==> src/rtl/xfer_cnt_pkg.sv <==
package xfer_cnt_pkg;
  localparam int unsigned BYTE_W = 8;

  typedef struct packed {
    logic active;
    logic tc;
    logic bsvc;
  } xfer_stat_t;
endpackage

==> src/rtl/xfer_stage_regs.sv <==
module xfer_stage_regs #(
  parameter int unsigned CNT_W = 24,
  parameter int unsigned SEL_W = 2
) (
  input  logic                          clk,
  input  logic                          rst_n,
  input  logic                          wr,
  input  logic [SEL_W-1:0]              sel,
  input  logic [xfer_cnt_pkg::BYTE_W-1:0] wdata,
  output logic [CNT_W-1:0]              stage_q
);
  localparam int unsigned NBYTES = CNT_W / xfer_cnt_pkg::BYTE_W;

  for (genvar g = 0; g < NBYTES; g++) begin : g_lane
    always_ff @(posedge clk or negedge rst_n) begin
      if (!rst_n) begin
        stage_q[g*xfer_cnt_pkg::BYTE_W +: xfer_cnt_pkg::BYTE_W] <= '0;
      end else if (wr && (sel == SEL_W'(g))) begin
        stage_q[g*xfer_cnt_pkg::BYTE_W +: xfer_cnt_pkg::BYTE_W] <= wdata;
      end
    end
  end
endmodule

==> src/rtl/xfer_work_counter.sv <==
module xfer_work_counter #(
  parameter int unsigned CNT_W  = 24,
  parameter int unsigned BEAT_W = 16
) (
  input  logic                    clk,
  input  logic                    rst_n,
  input  logic                    load,
  input  logic [CNT_W-1:0]        stage,
  input  logic                    done_vld,
  input  logic [BEAT_W-1:0]       done_bytes,
  output logic [CNT_W:0]          cnt_q,
  output xfer_cnt_pkg::xfer_stat_t stat_q,
  output logic                    hit_zero
);
  // A staged zero means the full 2^CNT_W range.
  function automatic logic [CNT_W:0] f_effective(input logic [CNT_W-1:0] s);
    return (s == '0) ? {1'b1, {CNT_W{1'b0}}} : {1'b0, s};
  endfunction

  // Subtract without going below zero.
  function automatic logic [CNT_W:0] f_sat_sub(input logic [CNT_W:0] a,
                                              input logic [BEAT_W-1:0] b);
    logic [CNT_W:0] bx;
    bx = (CNT_W+1)'(b);
    return (bx >= a) ? '0 : (a - bx);
  endfunction

  logic           dec_ok;
  logic [CNT_W:0] cnt_next;

  assign dec_ok   = done_vld && stat_q.active && !load;
  assign cnt_next = f_sat_sub(cnt_q, done_bytes);
  assign hit_zero = dec_ok && (cnt_next == '0);

  always_ff @(posedge clk or negedge rst_n) begin
    if (!rst_n) begin
      cnt_q  <= '0;
      stat_q <= '0;
    end else if (load) begin
      cnt_q       <= f_effective(stage);
      stat_q.active <= 1'b1;
      stat_q.tc     <= 1'b0;
      stat_q.bsvc   <= 1'b0;
    end else if (dec_ok) begin
      cnt_q <= cnt_next;
      if (hit_zero) begin
        stat_q.active <= 1'b0;
        stat_q.tc     <= 1'b1;
        stat_q.bsvc   <= 1'b1;
      end
    end
  end
endmodule

==> src/rtl/xfer_grant_calc.sv <==
module xfer_grant_calc #(
  parameter int unsigned CNT_W        = 24,
  parameter int unsigned CMDBUF_BYTES = 16
) (
  input  logic             active,
  input  logic [CNT_W:0]   cnt,
  input  logic             cmd_phase,
  input  logic [CNT_W-1:0] phase_remain,
  output logic [CNT_W:0]   grant
);
  function automatic logic [CNT_W:0] f_min(input logic [CNT_W:0] a,
                                          input logic [CNT_W:0] b);
    return (a < b) ? a : b;
  endfunction

  logic [CNT_W:0] remain_eff;

  assign remain_eff = cmd_phase ? (CNT_W+1)'(CMDBUF_BYTES) : {1'b0, phase_remain};
  assign grant      = active ? f_min(cnt, remain_eff) : '0;
endmodule

==> src/rtl/xfer_count_ctl.sv <==
module xfer_count_ctl #(
  parameter int unsigned CNT_W        = 24,
  parameter int unsigned BEAT_W       = 16,
  parameter int unsigned CMDBUF_BYTES = 16,
  parameter int unsigned SEL_W        = 2
) (
  input  logic              clk,
  input  logic              rst_n,
  input  logic              host_wr,
  input  logic [SEL_W-1:0]  host_sel,
  input  logic [7:0]        host_wdata,
  input  logic              cmd_issue,
  input  logic              cmd_dma,
  input  logic              cmd_phase,
  input  logic [CNT_W-1:0]  phase_remain,
  input  logic              done_vld,
  input  logic [BEAT_W-1:0] done_bytes,
  output logic [CNT_W-1:0]  stage_count,
  output logic [CNT_W-1:0]  work_count,
  output logic [CNT_W:0]    grant_len,
  output logic              term_cnt,
  output logic              bus_svc,
  output logic              active
);
  import xfer_cnt_pkg::*;

  // Named internal events for the checker.
  logic           load_fire;
  logic           hit_zero;
  logic [CNT_W:0] work_full;
  xfer_stat_t     stat;

  assign load_fire = cmd_issue && cmd_dma;

  xfer_stage_regs #(.CNT_W(CNT_W), .SEL_W(SEL_W)) u_stage (
    .clk     (clk),
    .rst_n   (rst_n),
    .wr      (host_wr),
    .sel     (host_sel),
    .wdata   (host_wdata),
    .stage_q (stage_count)
  );

  xfer_work_counter #(.CNT_W(CNT_W), .BEAT_W(BEAT_W)) u_work (
    .clk        (clk),
    .rst_n      (rst_n),
    .load       (load_fire),
    .stage      (stage_count),
    .done_vld   (done_vld),
    .done_bytes (done_bytes),
    .cnt_q      (work_full),
    .stat_q     (stat),
    .hit_zero   (hit_zero)
  );

  xfer_grant_calc #(.CNT_W(CNT_W), .CMDBUF_BYTES(CMDBUF_BYTES)) u_grant (
    .active       (stat.active),
    .cnt          (work_full),
    .cmd_phase    (cmd_phase),
    .phase_remain (phase_remain),
    .grant        (grant_len)
  );

  assign work_count = work_full[CNT_W-1:0];
  assign term_cnt   = stat.tc;
  assign bus_svc    = stat.bsvc;
  assign active     = stat.active;
endmodule

==> config.mk <==
export PLATFORM = sky130hd
export DESIGN_NAME = xfer_count_ctl
export DESIGN_NICKNAME = d
export VERILOG_FILES = /design/src/rtl/xfer_cnt_pkg.sv /design/src/rtl/xfer_stage_regs.sv /design/src/rtl/xfer_work_counter.sv /design/src/rtl/xfer_grant_calc.sv /design/src/rtl/xfer_count_ctl.sv
export SDC_FILE = /design/constraint.sdc
export NUM_CORES = 1
export LEC_CHECK = 0
export BUFFER_PORTS_ARGS = -buffer_cell sky130_fd_sc_hd__buf_2
export CAP_MARGIN = 20
export CELL_PAD_IN_SITES_DETAIL_PLACEMENT = 0
export CELL_PAD_IN_SITES_GLOBAL_PLACEMENT = 1
export CORE_ASPECT_RATIO = 1.25
export CORE_MARGIN = 2
export CORE_UTILIZATION = 29
export DETAILED_ROUTE_END_ITERATION = 7
export PLACE_DENSITY = 0.6
export SLEW_MARGIN = 20
export SYNTH_ARGS = -nofsm -noshare
export SYNTH_HDL_FRONTEND = slang
export SYNTH_SLANG_ARGS = --single-unit
==> constraint.sdc <==
create_clock -name clk -period 5.64 [get_ports clk]
set_input_delay 0.564 -clock clk [delete_from_list [all_inputs] [get_ports clk]]
set_output_delay 0.564 -clock clk [all_outputs]
set_load 0.01 [all_outputs]
==> results.md <==
* Chip height at 151 um
* Die ar. at 0.0185 mm^2
* Max Fclk at ~0.22 GHz
* Slew headroom at a little under half
* Max-cap violations at 0
* Largest net degree at the start of global routing at 52
* Area occupied by multi-input gates at between 0.003 and 0.004 mm^2
* Setup violators final at 0
* Max clock buf depth at 2
* Status: finished, final reports clean
* Placer congestion estimate at about 0.89
* Grt ovf at 0
* PD cells at 409 mW/mm^2
* Most common cell after layout, fill and taps aside: buf_2
* Setup CP Type: in2out
* Crit-path max FO at 48
* Seq/Total Area, Yosys at between 20% and 30%
* # port buffers at about 130
* Vias in the first global route at 4,639
* Busiest grt layer: met2
* Fin nets at between 700 and 800
* Syn_area_per_cell at 8.30 um^2
* Met1 Track Usage GR at between 20% and 30%
* YS warnings at 0
* Leak at between 2 and 3 nW
* Main synth FF type: dfrtp_1
* VDD IR max at a little under 200 uV
* Post-synth EDFFs at 0
* Register area at 0.00128 mm^2
* Dpl hpwl at ~13,000 um
* DP Area at around 0.0057 mm^2
* CTS tree: built
* Routed len/inst at 17.9 um
* Clk Latency, worst-skew pair at between 0.2 and 0.3 ns
* Drt total wl at around 16,000 um
* Mapped Cells at about 600
* Met2 usage at a little under a third
* DRC at 0
* Slowest cell on crit path: a2111oi_4
* Worst path top cell family by delay: compound AO/OA/AOI/OAI gates
* Core ar. at ~0.017 mm^2
* Syn Nets at between 700 and 800
* Drt pass-1 iters at 5
* Post-cts sizing count at 0
* CP endpoint kind: output pin
* Hold_buf cts at 0
* Syn Std Cell Area at 0.00504 mm^2
* Clk_skew at 0.0103 ns
* Fillers at between 1,500 and 2,000
* Slew Viols, Final at 0
* Area Overhead vs Synth at 16.7%
* Vias post-DR at ~4,800
* Unique masters post-synth at 68
* Most frequent cells in the layout: buf_2, a21oi_1, dfrtp_1
* Crit-path most repeated cell: buf_2
* Final worst slack at ~1.1 ns
* Initial antenna violation count at 0
* Critical Path Stages at 12
* CP Buf/Inv Count at 3
* Slew @ Worst Pin at just over 0.8 ns
* Clk pin slew, worst setup/hold paths at about 0.070 ns
* Num CTS Buffers at 5
* Final hold vios at 0
* First-pass GRT wire length at between 20,000 and 30,000 um
* Final Util at 34.8%
* Crit share post-route at 80.6%
* Row count at 53
* Remaining antenna violation count at 0
* Max stage delay on crit path at 0.46 ns
* Setup crit start kind: primary input
* FF+latch count, synth at 51
* Cell chain of the critical path: buf_2 -> nand2b_1 -> ha_1 -> a21o_1 -> a2111oi_2 -> nor3_1 -> o41a_1 -> o31a_1 -> a2111oi_4 -> buf_4 -> mux2i_1 -> buf_2
* Design area at roughly 0.0059 mm^2
* Starting Density at between 20% and 30%
* Avg Vias per Cell at around 5.2
* Layout cells sized above 1 at about a quarter
* Dpl ws at between 1 and 1.5 ns
* Tot GR Track Use at approximately 17%
* RSZ-0062 raised after global routing: false
* Diode count at 0
* Root Buffer: clkbuf_16
* CP Data Arrival Time at roughly 4.0 ns
* Hold Path Class: in2async
* Post-synth ARST share at 100%
* Die Width at ~120 um
* Clock Sinks at 51
* Required time of the critical path at ~5.1 ns
* # IOs at about 130
* Iteration-0 DRC Markers at 228
* Total negative slack at 0 ns
* Reg2reg path depth at 13
* CTS H-tree depth at 2
* Final min period at ~4.5 ns
* Grt met3 use at under 10%
* Setup bufs post-CTS at 0
## layer usage
layer  vias up  share of wire (%)
met5         -                  0
met4         0                2.0
met3        21                4.5
met2       134                 48
met1      2243                 45
li1       2389                  -
## final timing paths
check,start,to,slack (ns)
min in group clk,u_work.stat_q[0]$_DFFE_PN0P_,u_work.stat_q[0]$_DFFE_PN0P_,0.52
worst max register to register,u_work.cnt_q[0]$_DFFE_PN0P_,u_work.stat_q[2]$_DFFE_PN0P_,1.78
worst min-delay path,rst_n,u_stage.stage_q[6]$_DFFE_PN0P_,0.30
max in group asynchronous,rst_n,u_stage.stage_q[16]$_DFFE_PN0P_,4.89
worst max-delay path,cmd_phase,grant_len[23],1.09
worst min register to register,u_work.stat_q[0]$_DFFE_PN0P_,u_work.stat_q[0]$_DFFE_PN0P_,0.52
## metrics by stage
step	hold WS, ns	total power (W)	instances
after floorplan	0.268	0.00162	607
after global placement	0.494	0.00202	903
after detailed placement	0.508	0.00202	903
after CTS	0.327	0.00242	911
after global routing	0.348	0.00260	912
final	0.299	0.00240	912
## logic make-up (layout without fill, tap and decap cells)
logic type      count (synthesis)  after routing  synth area share (%)
compound gates                143            143                  19.3
mux                            50             50                  10.6
xor+xnor                       12             12                  2.09
flops                          51             51                  25.3
buf+inv                        85            170                  8.59
simple gates                  225            225                  24.0
fa+ha+maj                      40             40                  10.1
other cells                     1              1                0.0744
## state kept, by name, summed over array words and instances, names as in the netlist
name / count
u_work.stat_q: 2
u_work.cnt_q: 25
u_stage.stage_q: 24
## power breakdown
part | switching, W | total [W] | internal [W]
Combinational | 0.000768 | 0.00134 | 0.000576
Clock | 0.000131 | 0.000385 | 0.000254
Sequential | 0.000214 | 0.000674 | 0.000460
Total | 0.00111 | 0.00240 | 0.00129
## cell usage after synthesis, types with 23 or more instances
master	n	area share [%]
nand2b_1	26	3.2
mux2i_1	25	5.0
a21oi_1	52	5.2
inv_1	23	1.7
dfrtp_1	51	25
ha_1	39	9.7
clkbuf_1	31	2.3
nand3b_1	26	3.9
buf_4	26	3.9
nand2_1	45	3.4
mux2_2	25	5.6
nor2_1	46	3.4
## final cells by class
type	instances	share of cell area, %
sequential	51	21.7
tap	220	4.68
timing repair buffer	139	12.3
clock inverter	2	1.02
inverter	23	1.47
clock buffer	6	2.19
multi-input combinational	471	56.6
Power figures use the tool's default switching activity.
